==> src/rtl/hz_pkg.sv <==
package hz_pkg;

    // Source of an execute-stage operand
    typedef enum logic [1:0] {
        SRC_FILE  = 2'd0,
        SRC_EXMEM = 2'd1,
        SRC_MEMWB = 2'd2
    } fwd_src_t;

    // Per-cycle hazard action
    typedef enum logic [1:0] {
        ACT_RUN          = 2'd0,
        ACT_LOAD_STALL   = 2'd1,
        ACT_BRANCH_STALL = 2'd2,
        ACT_REDIRECT     = 2'd3
    } hz_act_t;

endpackage

==> src/rtl/hz_match.sv <==
module hz_match #(
    parameter int IDX_W = 5
) (
    input  logic [IDX_W-1:0] src_idx,
    input  logic             prod_valid,
    input  logic             prod_we,
    input  logic [IDX_W-1:0] prod_rd,
    output logic             hit
);
    localparam logic [IDX_W-1:0] ZERO_IDX = '0;

    // Register 0 is hard-wired, so it is never a real producer
    always_comb begin
        hit = prod_valid && prod_we && (prod_rd != ZERO_IDX) && (prod_rd == src_idx);
    end
endmodule

==> src/rtl/hz_ctrl.sv <==
module hz_ctrl
    import hz_pkg::*;
#(
    parameter int NUM_SRC = 2
) (
    input  logic               id_valid,
    input  logic               id_is_branch,
    input  logic               br_taken,
    input  logic               ex_is_load,
    input  logic               mem_is_load,
    input  logic [NUM_SRC-1:0] hit_ex,
    input  logic [NUM_SRC-1:0] hit_mem,
    output hz_act_t            act,
    output logic               pc_hold,
    output logic               ifid_hold,
    output logic               idex_bubble,
    output logic               ifid_flush,
    output logic [NUM_SRC-1:0] br_fwd
);
    logic any_ex;
    logic any_mem;
    logic load_use;
    logic br_wait;

    always_comb begin
        any_ex   = |hit_ex;
        any_mem  = |hit_mem;
        load_use = id_valid && ex_is_load && any_ex;
        // Branch operands are compared in decode: an execute result is
        // too late, and a memory-stage load has no data yet
        br_wait  = id_valid && id_is_branch &&
                   (any_ex || (mem_is_load && any_mem));
    end

    // Action selection, nearest hazard first
    always_comb begin
        if (load_use) begin
            act = ACT_LOAD_STALL;
        end else if (br_wait) begin
            act = ACT_BRANCH_STALL;
        end else if (id_valid && id_is_branch && br_taken) begin
            act = ACT_REDIRECT;
        end else begin
            act = ACT_RUN;
        end
    end

    // Output decode per action
    always_comb begin
        pc_hold     = 1'b0;
        ifid_hold   = 1'b0;
        idex_bubble = 1'b0;
        ifid_flush  = 1'b0;
        br_fwd      = '0;
        unique case (act)
            ACT_LOAD_STALL, ACT_BRANCH_STALL: begin
                pc_hold     = 1'b1;
                ifid_hold   = 1'b1;
                idex_bubble = 1'b1;
            end
            ACT_REDIRECT: begin
                ifid_flush = 1'b1;
                br_fwd     = hit_mem;
            end
            ACT_RUN: begin
                if (id_valid && id_is_branch) begin
                    br_fwd = hit_mem;
                end
            end
            default: begin
                pc_hold = 1'b0;
            end
        endcase
    end
endmodule

==> src/rtl/hz_fwd_reg.sv <==
module hz_fwd_reg
    import hz_pkg::*;
#(
    parameter int NUM_SRC = 2
) (
    input  logic               clk,
    input  logic               rst_n,
    input  logic               id_valid,
    input  logic               bubble,
    input  logic [NUM_SRC-1:0] hit_ex,
    input  logic [NUM_SRC-1:0] hit_mem,
    output fwd_src_t           sel_q [NUM_SRC]
);
    fwd_src_t sel_d [NUM_SRC];

    // Next select: the execute producer moves to ex/mem, the memory
    // producer moves to mem/wb by the time this instruction executes
    generate
        for (genvar gi = 0; gi < NUM_SRC; gi++) begin : g_next
            always_comb begin
                if (!id_valid || bubble) begin
                    sel_d[gi] = SRC_FILE;
                end else if (hit_ex[gi]) begin
                    sel_d[gi] = SRC_EXMEM;
                end else if (hit_mem[gi]) begin
                    sel_d[gi] = SRC_MEMWB;
                end else begin
                    sel_d[gi] = SRC_FILE;
                end
            end

            always_ff @(posedge clk or negedge rst_n) begin
                if (!rst_n) begin
                    sel_q[gi] <= SRC_FILE;
                end else begin
                    sel_q[gi] <= sel_d[gi];
                end
            end
        end
    endgenerate
endmodule

==> src/rtl/hazard_unit.sv <==
module hazard_unit
    import hz_pkg::*;
#(
    parameter int REG_IDX_W = 5
) (
    input  logic                 clk,
    input  logic                 rst_n,
    input  logic                 id_valid,
    input  logic [REG_IDX_W-1:0] id_rs1,
    input  logic [REG_IDX_W-1:0] id_rs2,
    input  logic                 id_is_branch,
    input  logic                 br_taken,
    input  logic                 ex_valid,
    input  logic                 ex_we,
    input  logic                 ex_is_load,
    input  logic [REG_IDX_W-1:0] ex_rd,
    input  logic                 mem_valid,
    input  logic                 mem_we,
    input  logic                 mem_is_load,
    input  logic [REG_IDX_W-1:0] mem_rd,
    output logic [1:0]           fwd_a_sel,
    output logic [1:0]           fwd_b_sel,
    output logic                 br_fwd_a,
    output logic                 br_fwd_b,
    output logic                 pc_hold,
    output logic                 ifid_hold,
    output logic                 idex_bubble,
    output logic                 ifid_flush
);
    localparam int NUM_SRC = 2;

    logic [REG_IDX_W-1:0] src_idx [NUM_SRC];
    logic [NUM_SRC-1:0]   hit_ex;
    logic [NUM_SRC-1:0]   hit_mem;
    logic [NUM_SRC-1:0]   br_fwd;
    hz_act_t              act;
    fwd_src_t             sel_q [NUM_SRC];

    always_comb begin
        src_idx[0] = id_rs1;
        src_idx[1] = id_rs2;
    end

    generate
        for (genvar gs = 0; gs < NUM_SRC; gs++) begin : g_src
            hz_match #(.IDX_W(REG_IDX_W)) u_match_ex (
                .src_idx    (src_idx[gs]),
                .prod_valid (ex_valid),
                .prod_we    (ex_we),
                .prod_rd    (ex_rd),
                .hit        (hit_ex[gs])
            );
            hz_match #(.IDX_W(REG_IDX_W)) u_match_mem (
                .src_idx    (src_idx[gs]),
                .prod_valid (mem_valid),
                .prod_we    (mem_we),
                .prod_rd    (mem_rd),
                .hit        (hit_mem[gs])
            );
        end
    endgenerate

    hz_ctrl #(.NUM_SRC(NUM_SRC)) u_ctrl (
        .id_valid     (id_valid),
        .id_is_branch (id_is_branch),
        .br_taken     (br_taken),
        .ex_is_load   (ex_is_load),
        .mem_is_load  (mem_is_load),
        .hit_ex       (hit_ex),
        .hit_mem      (hit_mem),
        .act          (act),
        .pc_hold      (pc_hold),
        .ifid_hold    (ifid_hold),
        .idex_bubble  (idex_bubble),
        .ifid_flush   (ifid_flush),
        .br_fwd       (br_fwd)
    );

    hz_fwd_reg #(.NUM_SRC(NUM_SRC)) u_fwd (
        .clk      (clk),
        .rst_n    (rst_n),
        .id_valid (id_valid),
        .bubble   (idex_bubble),
        .hit_ex   (hit_ex),
        .hit_mem  (hit_mem),
        .sel_q    (sel_q)
    );

    always_comb begin
        fwd_a_sel = sel_q[0];
        fwd_b_sel = sel_q[1];
        br_fwd_a  = br_fwd[0];
        br_fwd_b  = br_fwd[1];
    end

    // act is observed only through the decoded controls
    logic unused_act;
    always_comb unused_act = ^act;
endmodule

==> config.mk <==
export PLATFORM = sky130hd
export DESIGN_NAME = hazard_unit
export DESIGN_NICKNAME = d
export VERILOG_FILES = /design/src/rtl/hz_pkg.sv /design/src/rtl/hz_match.sv /design/src/rtl/hz_ctrl.sv /design/src/rtl/hz_fwd_reg.sv /design/src/rtl/hazard_unit.sv
export SDC_FILE = /design/constraint.sdc
export NUM_CORES = 1
export LEC_CHECK = 0
export ABC_AREA = 1
export BUFFER_PORTS_ARGS = -buffer_cell sky130_fd_sc_hd__buf_2
export CAP_MARGIN = 15
export CORE_MARGIN = 1.5
export CORE_UTILIZATION = 40
export CTS_CLUSTER_SIZE = 12
export DETAILED_ROUTE_END_ITERATION = 6
export PLACE_DENSITY = 0.76
export RECOVER_POWER = 100
export SYNTH_ARGS = -nofsm -noshare
export SYNTH_HDL_FRONTEND = slang
export SYNTH_SLANG_ARGS = --single-unit
==> constraint.sdc <==
create_clock -name clk -period 3.8 [get_ports clk]
set_clock_uncertainty 0.05 [all_clocks]
set_input_delay 0.38 -clock clk [delete_from_list [all_inputs] [get_ports clk]]
set_output_delay 0.38 -clock clk [all_outputs]
set_load 0.05 [all_outputs]
# Word-level counts from Yosys, hierarchy flattened
# Cells that the tools add are included.
dict set report word_totals {
  output_inout_bits 10
  regBits 4
}
dict set report classes {
  mux 13
  n_reduce_logical 23
  n_eq_ne 7
}
# operator n
set op_table {}
lappend op_table {{$eq 5x5->1} 4}
lappend op_table {{$mux 2} 10}
lappend op_table {{$logic_and 1x1->1} 14}
lappend op_table {{$reduce_bool 5->1} 2}
lappend op_table {{$reduce_or 2->1} 3}
lappend op_table {{$eq 2x2->1 const B} 2}
lappend op_table {{$pmux 2 s2} 1}
lappend op_table {{$eq 2x1->1 const B} 1}
lappend op_table {{$logic_not 2->1} 1}
lappend op_table {{$logic_or 1x1->1} 2}
lappend op_table {{$mux 1} 2}
lappend op_table {{$logic_not 1->1} 1}

# Depth between registers and ports, before layout
# Gate-level depths: netlist (run 1).
dict set report logic_depth {
  word_depth 14
  mapped_depth 18
}

# Modules after synthesis
# A second synthesis (run 1) with hierarchy kept.
dict set report hier_totals {
  cells_unflattened 169
  hier_area_um2 795.8
}
# module area_per_inst_um2 cells_per_inst instances seq_area_each_um2
set by_module_without_submodules {}
lappend by_module_without_submodules {hz_match 123.9 32 4 0.0}
lappend by_module_without_submodules {hz_ctrl 160.2 27 1 0.0}
lappend by_module_without_submodules {hz_fwd_reg 140.1 14 1 100.1}

# Worst setup path after synthesis (run 1)
# Ideal clock, no wire load.
dict set report synth_timing {
  path_kind {input -> output}
  start {input mem_rd[3]}
  end {output br_fwd_a}
  arrival_time_ns 2.465
  path_stages 14
  setup_slack_ns 0.905
  n_path_buf 0
  required_time_ns 3.370
  path_cell_list {nor2_1 > nand3_1 > nand2_1 > inv_2 > nand3_1 > nand2_1 > nand2_1 > nand3_1 > nand2_2 > inv_2 > ha_1 > inv_1 > o21ai_0 > nor2_1}
}
dict set report synth_via {
  elab_chain_cells 11
  word_cells_on_any_way 16
  cone_classes {eq/ne (3); mux (4); reduce/logical (9)}
}
# item line_no
set synth_rtl {}
lappend synth_rtl {{start: declaration} hazard_unit.sv:20} ;# input logic [REG_IDX_W-1:0] mem_rd,
lappend synth_rtl {{$reduce_bool 5->1} hz_match.sv:14} ;# hit = prod_valid && prod_we && (prod_rd != ZERO_IDX) && (prod_rd == src_idx);
lappend synth_rtl {{$logic_and 1x1->1 (2 in series)} hz_match.sv:14}
lappend synth_rtl {{$reduce_or 2->1} hz_ctrl.sv:27} ;# any_mem = |hit_mem;
lappend synth_rtl {{$logic_and 1x1->1} hz_ctrl.sv:32} ;# (any_ex || (mem_is_load && any_mem));
lappend synth_rtl {{$logic_or 1x1->1} hz_ctrl.sv:32}
lappend synth_rtl {{$logic_and 1x1->1} hz_ctrl.sv:31} ;# br_wait = id_valid && id_is_branch &&
lappend synth_rtl {{$mux 2} hz_ctrl.sv:39} ;# end else if (br_wait) begin
lappend synth_rtl {{$mux 2} hz_ctrl.sv:37} ;# if (load_use) begin
lappend synth_rtl {{$eq 2x2->1 or $logic_not 2->1 (tied branches)} hz_ctrl.sv:55} ;# unique case (act)
lappend synth_rtl {{$pmux 2 s2 *} hz_ctrl.sv:55}
lappend synth_rtl {{end: declaration} hazard_unit.sv:23} ;# output logic br_fwd_a,
# Mark *: on every way between the ends. The rest lies on a longest branch, timed or not.

# Final worst setup path (run 1)
# Same ends and word-level chain as after synthesis.

==> out/qor.csv, run 1 <==
stage,metric,value,unit
run_status,status,finished clean,
route,First-pass DRT Iterations,2,
pwr,Lkg Pwr,0.5032,nW
clocking,CTS tree,done,
placed_design,GP Congestion,0.8106,
timing,RSZ-0062 raised after global routing,no,
synthesis,Synth Area in Simple Gates,40.69,%
final_layout,antenna diode count,0,
timing,Sum Neg Setup Slack,0,ns
timing,final worst slack,0.9628,ns
synthesis,mux share of post-synthesis cell area,0,%
synthesis,Synth Cell Area,618.1,um^2
pwr,switch share,36.37,%
clocking,Clock Pin Slew Worst Setup and Hold Paths,0.03,ns
route,initial DRC count,5,
global_route,first-pass GRT wire length,2.484,mm
synthesis,Synth Area in XOR/XNOR,22.67,%
clocking,hold buffers post-CTS,1,
die,io pins,41,
timing,"Hold Vio Cnt, Final",0,
die,Die H,42.31,um
route,WL final,1.339,mm
route,DRC,0,
clocking,CTS root buf,clkbuf_4,
final_layout,area taken by flip-flops and latches,100.1,um^2
route,Vias,691,
final_layout,fin nets,179,
final_layout,"commonest non-fill, non-tap cell in the layout",buf_2,
critical_path,"Req. time, crit path",3.37,ns
placed_design,Placed Area,823.3,um^2
critical_path,Max Fanout on Critical Path,4,
route,routed length per instance,8.369,um
final_layout,max reg flops,4,
final_layout,fin util,56.97,%
global_route,global route total overflow,0,
critical_path,CP most frequent cell,nand2_1,
synthesis,register bit count reported by yosys,4,
die,die area,0.001790,mm^2
synthesis,Synth Area per Inst,6.060,um^2
timing,slew at the pin closest to its max-slew limit,0.5924,ns
synthesis,register area share after synthesis,16.19,%
final_layout,Biggest register,u_fwd.sel_q,
die,initial core utilization,42.01,%
placed_design,pre-CTS setup slack,1.230,ns
final_layout,biggest regs,u_fwd.sel_q x4,
route,Antenna Violating Nets Remaining,0,
clocking,CTS max path bufs,2,
timing,fin crit period,2.837,ns
critical_path,"Arr. time, crit path",2.41,ns
clocking,htree depth,1,
final_layout,fin area,838.3,um^2
timing,Final setup viols,0,
final_layout,Layout area overhead,35.63,%
critical_path,"slowest stage delay, CP",0.47,ns
die,core box area,0.001471,mm^2
synthesis,post-synthesis cell count,102,
final_layout,layout cells sized above 1,29.17,%
die,die outline width,42.31,um
pwr,total power draw,171.0,uW
synthesis,Synth Area in Compound Gates,2.429,%
synthesis,syn_nets,135,
synthesis,adder-cell share of the synthesized area,4.049,%
pwr,internal power,108.8,uW
critical_path,crit end category,output port,
final_layout,"commonest non-fill, non-tap cells in the layout","28 x buf_2, 25 x nand2_1, 18 x nor2_1",
final_layout,fill cell count,153,
pwr,Power Dens Cells,204.0,mW/mm^2
pwr,Comb power frac,45.4,%
critical_path,CP Cell Sequence,"clkbuf_1, nor2_1, nand3_1, nand2_1, inv_1, nand3_1, nand2_1, nand2_1, nand3_1, nand2_1, clkinv_1, ha_1, inv_1, o21ai_0, nor2_1, clkbuf_1",
synthesis,Synth cell types,16,
run,MaxCap Viol Count,0,
global_route,largest net degree at the start of global routing,5,
route,vias per std cell,4.319,
global_route,initial antenna violation count,0,
final_layout,Multi-input gate area,429.2,um^2
critical_path,"slowest stage cell, crit path",clkbuf_1,
min_path,min-delay worst type,input port to register,
clocking,Setup Buffers After CTS,0,
global_route,vias in the first global route,663,
clocking,cts bufs inserted,3,
synthesis,Ys Warns,0,
synthesis,main combinational cell family by area after synthesis,simple AND/OR/NAND/NOR gates,
clocking,# clock sinks,4,
placed_design,Post-DP HPWL,1.216,mm
placed_design,I/O Buffers,40,
clocking,CTS resizes,0,
critical_path,Crit Path Class,input port to output port,
pwr,clock share of power,29.4,%
timing,Fmax,352.5,MHz
timing,Slew Limit Fails,0,
critical_path,Critical Path Start Type,input port,
pwr,peak supply drop,85.52,uV
global_route,Global Route Usage Sum,17.48,%
timing,Tcrit/Tclk final,74.66,%
pwr,switching power,62.21,uW
timing,slew margin rel.,60.67,%
pwr,Reg power frac,25.2,%
die,Rows,14,
Yosys cell counts (all sizes together):
library cell / n / share of area (%)
buf: 2 / 2.4
nand2: 27 / 18
ha: 2 / 4.0
nand3: 8 / 8.9
xor2: 11 / 16
dfrtp: 4 / 16
xnor2: 5 / 7.1
nor2: 20 / 13
a21oi: 1 / 0.81
nand3b: 1 / 1.2
o21ai: 2 / 1.6
inv: 19 / 12
path summary, 6_finish.rpt:
path                       startpoint                        to  cells after the start
min                          id_valid  u_fwd.sel_q[0]$_DFF_PN0_                      3
min in group asynchronous       rst_n  u_fwd.sel_q[0]$_DFF_PN0_                      2
max                         mem_rd[3]                  br_fwd_a                     16
max in group asynchronous       rst_n  u_fwd.sel_q[3]$_DFF_PN0_                      2
layer usage:
layer | share of wire [%] | vias to the layer above | GRT usage (%)
li1 | - | 382 | -
met1 | 45 | 295 | 21.32
met2 | 51 | 14 | 31.08
met3 | 3.7 | 0 | 1.293
met4 | 0 | 0 | 7.500
met5 | 0 | - | 0
per-stage QoR:
| step | hold WS [ns] | std cells |
|---|---|---|
| 6_report | 0.4129 | 160 |
| 3_3_place_gp | 0.1324 | 156 |
| 5_1_grt | 0.4395 | 160 |
| 4_1_cts | 0.4070 | 160 |
| 3_5_place_dp | 0.1372 | 156 |
| 2_1_floorplan | 0.03441 | 102 |
cell type report:
cell class / count / share of cell area [%]
Tap cell: 16 / 2.388
Multi-Input combinational cell: 77 / 51.19
Inverter: 19 / 8.507
Timing Repair Buffer: 41 / 23.28
Sequential cell: 4 / 11.94
Clock buffer: 3 / 2.687
power groups by stage:
stage                     sequential (mW)  combinational (mW)  clock (mW)
final                              0.0431              0.0777      0.0503
after global routing               0.0431              0.0879      0.0537
after CTS                          0.0430              0.0799      0.0539
after detailed placement           0.0436              0.0788           0
after global placement             0.0436              0.0775           0
after floorplan                    0.0442              0.0500           0
critical path: cells and delay by family:
| family | cells | cell delay (ns) |
|---|---|---|
| simple gates | 9 | 0.80 |
| buf+inv | 5 | 0.79 |
| fa+ha+maj | 1 | 0.33 |
| compound gates | 1 | 0.10 |
logic make-up after synthesis:
logic type               Yosys count
AND/OR/NAND/NOR                   56
adder cells (fa/ha/maj)            2
flip-flops                         4
XOR/XNOR                          16
buffers and inverters             21
AO/OA/AOI/OAI                      3
Note: power is estimated with default switching activity, not from simulation.
==> inputs of run 2 (changes only) <==
--- a/config.mk
+++ b/config.mk
@@ -5,14 +5,14 @@
 export SDC_FILE = /design/constraint.sdc
 export NUM_CORES = 1
 export LEC_CHECK = 0
-export ABC_AREA = 1
+export ABC_AREA = 0
 export BUFFER_PORTS_ARGS = -buffer_cell sky130_fd_sc_hd__buf_2
 export CAP_MARGIN = 15
 export CORE_MARGIN = 1.5
-export CORE_UTILIZATION = 40
+export CORE_UTILIZATION = 39
 export CTS_CLUSTER_SIZE = 12
 export DETAILED_ROUTE_END_ITERATION = 6
-export PLACE_DENSITY = 0.76
+export PLACE_DENSITY = 0.77
 export RECOVER_POWER = 100
 export SYNTH_ARGS = -nofsm -noshare
 export SYNTH_HDL_FRONTEND = slang
==> constraint.sdc (replaced) <==
create_clock -name clk -period 2.9 [get_ports clk]
set_clock_uncertainty 0.05 [all_clocks]
set_input_delay 0.29 -clock clk [delete_from_list [all_inputs] [get_ports clk]]
set_output_delay 0.29 -clock clk [all_outputs]
set_load 0.05 [all_outputs]
==> run 2 against run 1 <==
  * Critical path type unchanged
  * Non-clock buffer count increased by 10
  * First-iteration DRC count rose by 40%
  * Hold slack worse by 0.055 ns
  * Utilization increased by 13 points
  * Largest cell class unchanged
  * Highest routed layer is now met4
  * Synthesized cell count shrank 39%
  * Setup slack worse by 0.87 ns
  * Sequential power grew 31%
  * Global-route usage up 7.7 points
  * Cell count decreased by 19%
==> out/qor.csv, run 2 <==
stage,metric,value,unit
die,initial core utilization,42.17,%
synthesis,register area share after synthesis,18.02,%
pwr,internal power,154.4,uW
final_layout,Non-Filler Instances,129,
final_layout,Biggest register,u_fwd.sel_q,
die,die area,0.001660,mm^2
route,WL final,1.732,mm
clocking,Setup Buffers After CTS,0,
timing,Final setup viols,0,
clocking,# clock sinks,4,
critical_path,Max Fanout on Critical Path,4,
final_layout,fill cell count,118,
synthesis,Synth Area per Inst,8.960,um^2
pwr,Power Dens Cells,262.3,mW/mm^2
timing,"Hold Vio Cnt, Final",0,
die,core box area,0.001318,mm^2
route,vias per std cell,5.279,
clocking,CTS root buf,clkbuf_4,
critical_path,CP most frequent cell,or3_4,
synthesis,top cells by area in the synthesized netlist,"dfrtp_1 18%, xnor2_1 16%, xor2_1 16%",
final_layout,Layout area overhead,64.86,%
pwr,total power draw,240.3,uW
placed_design,Post-DP HPWL,1.548,mm
timing,slew at the pin closest to its max-slew limit,0.6040,ns
die,io pins,41,
synthesis,Post-synth EDFFs,0,
pwr,switching power,85.82,uW
critical_path,Critical Path Start Type,input port,
pwr,Comb power frac,47.6,%
synthesis,Ys Warns,0,
placed_design,Placed Instances,125,
clocking,Clock Pin Slew Worst Setup and Hold Paths,0.04,ns
synthesis,commonest cells in the netlist,"10 x xnor2_1, 10 x xor2_1, 4 x dfrtp_1, 4 x nand3_1, 4 x nor2_1",
global_route,first-pass GRT wire length,2.711,mm
synthesis,Main synth FF type,dfrtp_1,
route,First-pass DRT Iterations,2,
global_route,global route total overflow,0,
critical_path,kind of cell adding the most delay to the critical path,simple AND/OR/NAND/NOR gates,
route,Vias,681,
final_layout,fin nets,149,
critical_path,crit end category,output port,
die,Die H,40.74,um
run,MaxCap Viol Count,0,
critical_path,CP Cell Sequence,"buf_2, or3_4, o311a_4, o21a_4, o311ai_2, ha_2, or3_4, nor2_4, buf_6",
synthesis,top cell type's share of synthesized area,18.02,%
global_route,initial antenna violation count,0,
route,routed length per instance,13.43,um
timing,RSZ-0062 raised after global routing,no,
die,Rows,13,
critical_path,"Arr. time, crit path",2.46,ns
final_layout,"commonest non-fill, non-tap cells in the layout","29 x buf_2, 10 x xnor2_1, 10 x xor2_1",
pwr,switch share,35.72,%
clocking,cts bufs inserted,3,
pwr,Lkg Pwr,0.4089,nW
clocking,CTS tree,done,
pwr,Reg power frac,23.5,%
final_layout,max reg flops,4,
timing,Tcrit/Tclk final,96.69,%
synthesis,syn_nets,95,
pwr,peak supply drop,109.2,uV
global_route,Global Route Usage Sum,25.14,%
min_path,min-delay worst type,input port to async pin,
critical_path,"Req. time, crit path",2.56,ns
timing,Fmax,356.6,MHz
final_layout,biggest regs,u_fwd.sel_q x4,
die,die outline width,40.74,um
final_layout,antenna diode count,0,
timing,fin crit period,2.804,ns
placed_design,pre-CTS setup slack,-0.06475,ns
critical_path,"slowest stage delay, CP",0.38,ns
synthesis,Synth Cell Area,555.5,um^2
global_route,largest net degree at the start of global routing,7,
timing,final worst slack,0.09603,ns
final_layout,area taken by flip-flops and latches,100.1,um^2
critical_path,"slowest stage cell, crit path",or3_4,
route,DRC,0,
timing,Slew Limit Fails,0,
run_status,status,finished clean,
clocking,htree depth,1,
final_layout,Multi-input gate area,476.7,um^2
synthesis,post-synthesis cell count,62,
pwr,clock share of power,28.9,%
placed_design,GP Congestion,0.8703,
global_route,vias in the first global route,665,
synthesis,Synth area leader,dfrtp_1,
critical_path,worst path bufs/invs,2,
final_layout,"commonest non-fill, non-tap cell in the layout",buf_2,
placed_design,I/O Buffers,40,
synthesis,ys async rst share,100.0,%
clocking,CTS max path bufs,2,
route,initial DRC count,7,
critical_path,Crit Path Class,input port to output port,
route,Antenna Violating Nets Remaining,0,
synthesis,register bit count reported by yosys,4,
synthesis,Synth cell types,27,
final_layout,layout cells sized above 1,51.75,%
timing,slew margin rel.,59.91,%
run 2: cell count changes in the layout (fill, tap and decap cells not counted), moves of 3 or more:
cell | previous run | this run
buf_4 | 0 | 9
buf_6 | 0 | 3
clkbuf_1 | 12 | 6
clkbuf_2 | 0 | 3
inv_1 | 14 | 1
inv_2 | 4 | 0
nand2_1 | 25 | 3
nand3_2 | 3 | 0
nor2_1 | 18 | 2
nor3_1 | 0 | 3
xnor2_1 | 5 | 10
run 2: per-layer routing:
layer  GRT usage [%]  share of wire [%]
met5               0                  0
met2           45.63                 53
met4           18.33                3.0
met1           27.01                 39
met3           1.630                5.4
run 2: area by class of cell:
| class | instances | share of cell area, % |
|---|---|---|
| clock buffer | 3 | 2.459 |
| inverter | 1 | 0.4098 |
| multi-input combinational | 55 | 52.05 |
| sequential | 4 | 10.93 |
| tap | 15 | 2.049 |
| timing repair buffer | 51 | 32.10 |
run 2: kinds of logic after synthesis:
kind of cell    synth area share [%]
flops                          18.02
simple gates                   18.69
fa+ha+maj                      4.504
buf+inv                        3.377
compound gates                 23.87
xor+xnor                       31.53
run 2: timing repair:
action,CTS,global route
pin swaps,0,4
hold buffers,1,0
hold endpoints to repair,4,0
setup endpoints to repair,2,2
resized for setup,2,7
run 2: worst max-delay path by stage:
stage / start / end / slack [ns] / cells after the start
global placement: ex_rd[1] / br_fwd_a / -0.009 / 9
global route: ex_rd[1] / br_fwd_a / 0.02 / 11
finish: ex_rd[1] / br_fwd_b / 0.1 / 9
detailed placement: ex_rd[1] / br_fwd_a / -0.06 / 9
floorplan: ex_rd[1] / br_fwd_a / 0.0003 / 8
CTS: ex_rd[1] / br_fwd_a / -0.009 / 9
run 2: power by group through the flow:
stage	Clock, mW	Sequential (mW)	Combinational (mW)
2_1_floorplan	0	0.0580	0.0609
3_3_place_gp	0	0.0571	0.107
3_5_place_dp	0	0.0571	0.111
4_1_cts	0.0738	0.0564	0.113
5_1_grt	0.0739	0.0564	0.124
6_report	0.0694	0.0564	0.114
run 2: stage by stage:
| step | setup TNS (ns) | hold slack (ns) | area (um^2) | util, % |
|---|---|---|---|---|
| global route | 0 | 0.3791 | 915.9 | 69.52 |
| detailed placement | -0.1120 | 0.04891 | 859.6 | 65.24 |
| global placement | -0.008678 | 0.04241 | 859.6 | 65.24 |
| finish | 0 | 0.3577 | 915.9 | 69.52 |
| CTS | -0.008953 | 0.3275 | 897.1 | 68.09 |
| floorplan | 0 | -0.05559 | 580.6 | - |
==> inputs of run 3 (changes only) <==
--- a/config.mk
+++ b/config.mk
@@ -6,13 +6,13 @@
 export NUM_CORES = 1
 export LEC_CHECK = 0
 export ABC_AREA = 0
-export BUFFER_PORTS_ARGS = -buffer_cell sky130_fd_sc_hd__buf_2
+export BUFFER_PORTS_ARGS = -buffer_cell sky130_fd_sc_hd__buf_4
 export CAP_MARGIN = 15
 export CORE_MARGIN = 1.5
 export CORE_UTILIZATION = 39
 export CTS_CLUSTER_SIZE = 12
 export DETAILED_ROUTE_END_ITERATION = 6
-export PLACE_DENSITY = 0.77
+export PLACE_DENSITY = 0.78
 export RECOVER_POWER = 100
 export SYNTH_ARGS = -nofsm -noshare
 export SYNTH_HDL_FRONTEND = slang
==> run 3 against run 2 <==
  * Sequential share of layout area fell by 1.3 points
  * Setup slack got worse by 0.083 ns
  * Global-route usage fell by 3.2 points
  * Utilization rose by 9.4 points
  * Routed wire length fell by 0.23%
  * Die area did not move
  * Clock-buffer cell count did not move
  * Sequential power barely moved
  * Critical path type unchanged
  * Critical endpoint unchanged
==> out/qor.csv, run 3 (synthesis gave the netlist of run 2 again) <==
stage,metric,value,unit
final_layout,biggest regs,u_fwd.sel_q x4,
clocking,Clock Pin Slew Worst Setup and Hold Paths,0.03,ns
critical_path,"Req. time, crit path",2.56,ns
final_layout,fin util,78.92,%
timing,RSZ-0062 raised after global routing,yes,
final_layout,Layout area overhead,87.16,%
final_layout,Biggest register,u_fwd.sel_q,
min_path,min-delay worst type,input port to async pin,
route,Vias,662,
clocking,htree depth,1,
route,First-pass DRT Iterations,3,
die,core box area,0.001318,mm^2
placed_design,Post-DP HPWL,1.387,mm
clocking,CTS max path bufs,2,
timing,Tcrit/Tclk final,99.56,%
final_layout,"commonest non-fill, non-tap cell in the layout",buf_4,
final_layout,antenna diode count,0,
timing,"Hold Vio Cnt, Final",0,
clocking,# clock sinks,4,
die,Rows,13,
die,initial core utilization,42.17,%
route,initial DRC count,12,
critical_path,crit end category,output port,
timing,slew margin rel.,60.66,%
final_layout,"commonest non-fill, non-tap cells in the layout","38 x buf_4, 10 x xnor2_1, 10 x xor2_1",
global_route,Global Route Usage Sum,21.96,%
die,io pins,41,
global_route,first-pass GRT wire length,2.408,mm
global_route,vias in the first global route,582,
route,Antenna Violating Nets Remaining,0,
run,MaxCap Viol Count,0,
timing,slew at the pin closest to its max-slew limit,0.5927,ns
critical_path,"Arr. time, crit path",2.55,ns
critical_path,Critical Path Start Type,input port,
final_layout,max reg flops,4,
timing,Final setup viols,0,
timing,final hold slack,0.3734,ns
placed_design,I/O Buffers,40,
clocking,CTS tree,done,
global_route,initial antenna violation count,0,
route,routed length per instance,13.61,um
final_layout,fin nets,147,
timing,fin crit period,2.887,ns
timing,Slew Limit Fails,0,
critical_path,Crit Path Class,input port to output port,
die,die area,0.001660,mm^2
clocking,cts bufs inserted,3,
route,vias per std cell,5.213,
final_layout,layout cells sized above 1,52.68,%
die,Die H,40.74,um
die,die outline width,40.74,um
timing,Fmax,346.4,MHz
placed_design,GP Congestion,0.8610,
clocking,CTS root buf,clkbuf_4,
final_layout,fill cell count,98,
global_route,global route total overflow,0,
critical_path,Max Fanout on Critical Path,6,
route,DRC,0,
run_status,status,finished clean,
pwr,peak supply drop,94.13,uV
route,WL final,1.728,mm
pwr,Lkg Pwr,0.4402,nW
pwr,Power Dens Cells,242.9,mW/mm^2
global_route,largest net degree at the start of global routing,7,
## run 3: cell types whose count changed in the layout (fill, tap and decap cells not counted), sizes merged
cell and delta:
buf +2, clkbuf -4
## run 3: layer usage
metal	track usage, %	vias to the layer above	routed length (um)
met1	28.25	312	752
met4	5.000	0	12
li1	-	329	-
met2	38.10	19	888
met5	0	-	0
met3	3.261	2	75
## run 3: worst paths after layout
| path | startpoint | end | slack (ns) | cells past startpoint |
|---|---|---|---|---|
| max in group asynchronous | rst_n | u_fwd.sel_q[2]$_DFF_PN0_ | 2.25 | 2 |
| hold / removal | rst_n | u_fwd.sel_q[0]$_DFF_PN0_ | 0.37 | 2 |
| min in group clk | id_valid | u_fwd.sel_q[0]$_DFF_PN0_ | 0.40 | 3 |
| setup / recovery | ex_rd[3] | br_fwd_b | 0.01 | 10 |
## run 3: final cells by class
cell class              count  area (um^2)  share of cell area (%)
multi-input cells          55        513.0                   49.34
repair buffers             49        381.6                   36.70
flip-flops and latches      4        100.1                   9.627
clock buffers               3        22.52                   2.166
well taps                  15        18.77                   1.805
inverters                   1        3.754                  0.3610
## run 3: stage by stage
step / instance area (um^2) / setup TNS [ns] / total power [mW] / setup slack, ns / instances
after global routing: 1040 / -0.02287 / 0.2684 / -0.02287 / 127
after global placement: 929.6 / 0 / 0.1752 / 0.03792 / 121
after CTS: 962.2 / 0 / 0.2451 / 0.02098 / 125
after detailed placement: 929.6 / 0 / 0.1768 / 0.01970 / 121
final: 1040 / 0 / 0.2525 / 0.01289 / 127
after floorplan: 580.6 / 0 / 0.1189 / 0.0002547 / 62
## run 3: repair_timing
item                                    4_1_cts  5_1_grt
endpoints found under the setup margin        0        2
hold endpoints to repair                      4        0
setup buffers                                 0        2
gates resized for setup                       0       15
hold buffers                                  1        0
## run 3: worst max-delay path, stage by stage
cell      delay, ns
buf_8          0.10
or3_4          0.37
o311a_4        0.37
buf_6          0.14
o211ai_1       0.17
o311ai_4       0.17
ha_4           0.24
or3_4          0.42
nor2_4         0.13
buf_8          0.15
## run 3: power by group
group	switching [mW]	internal, mW	leakage, nW
logic	0.0640	0.0666	0.371
clock network	0.0193	0.0461	0.0138
registers	0.0000529	0.0564	0.0559
total	0.0834	0.169	0.440
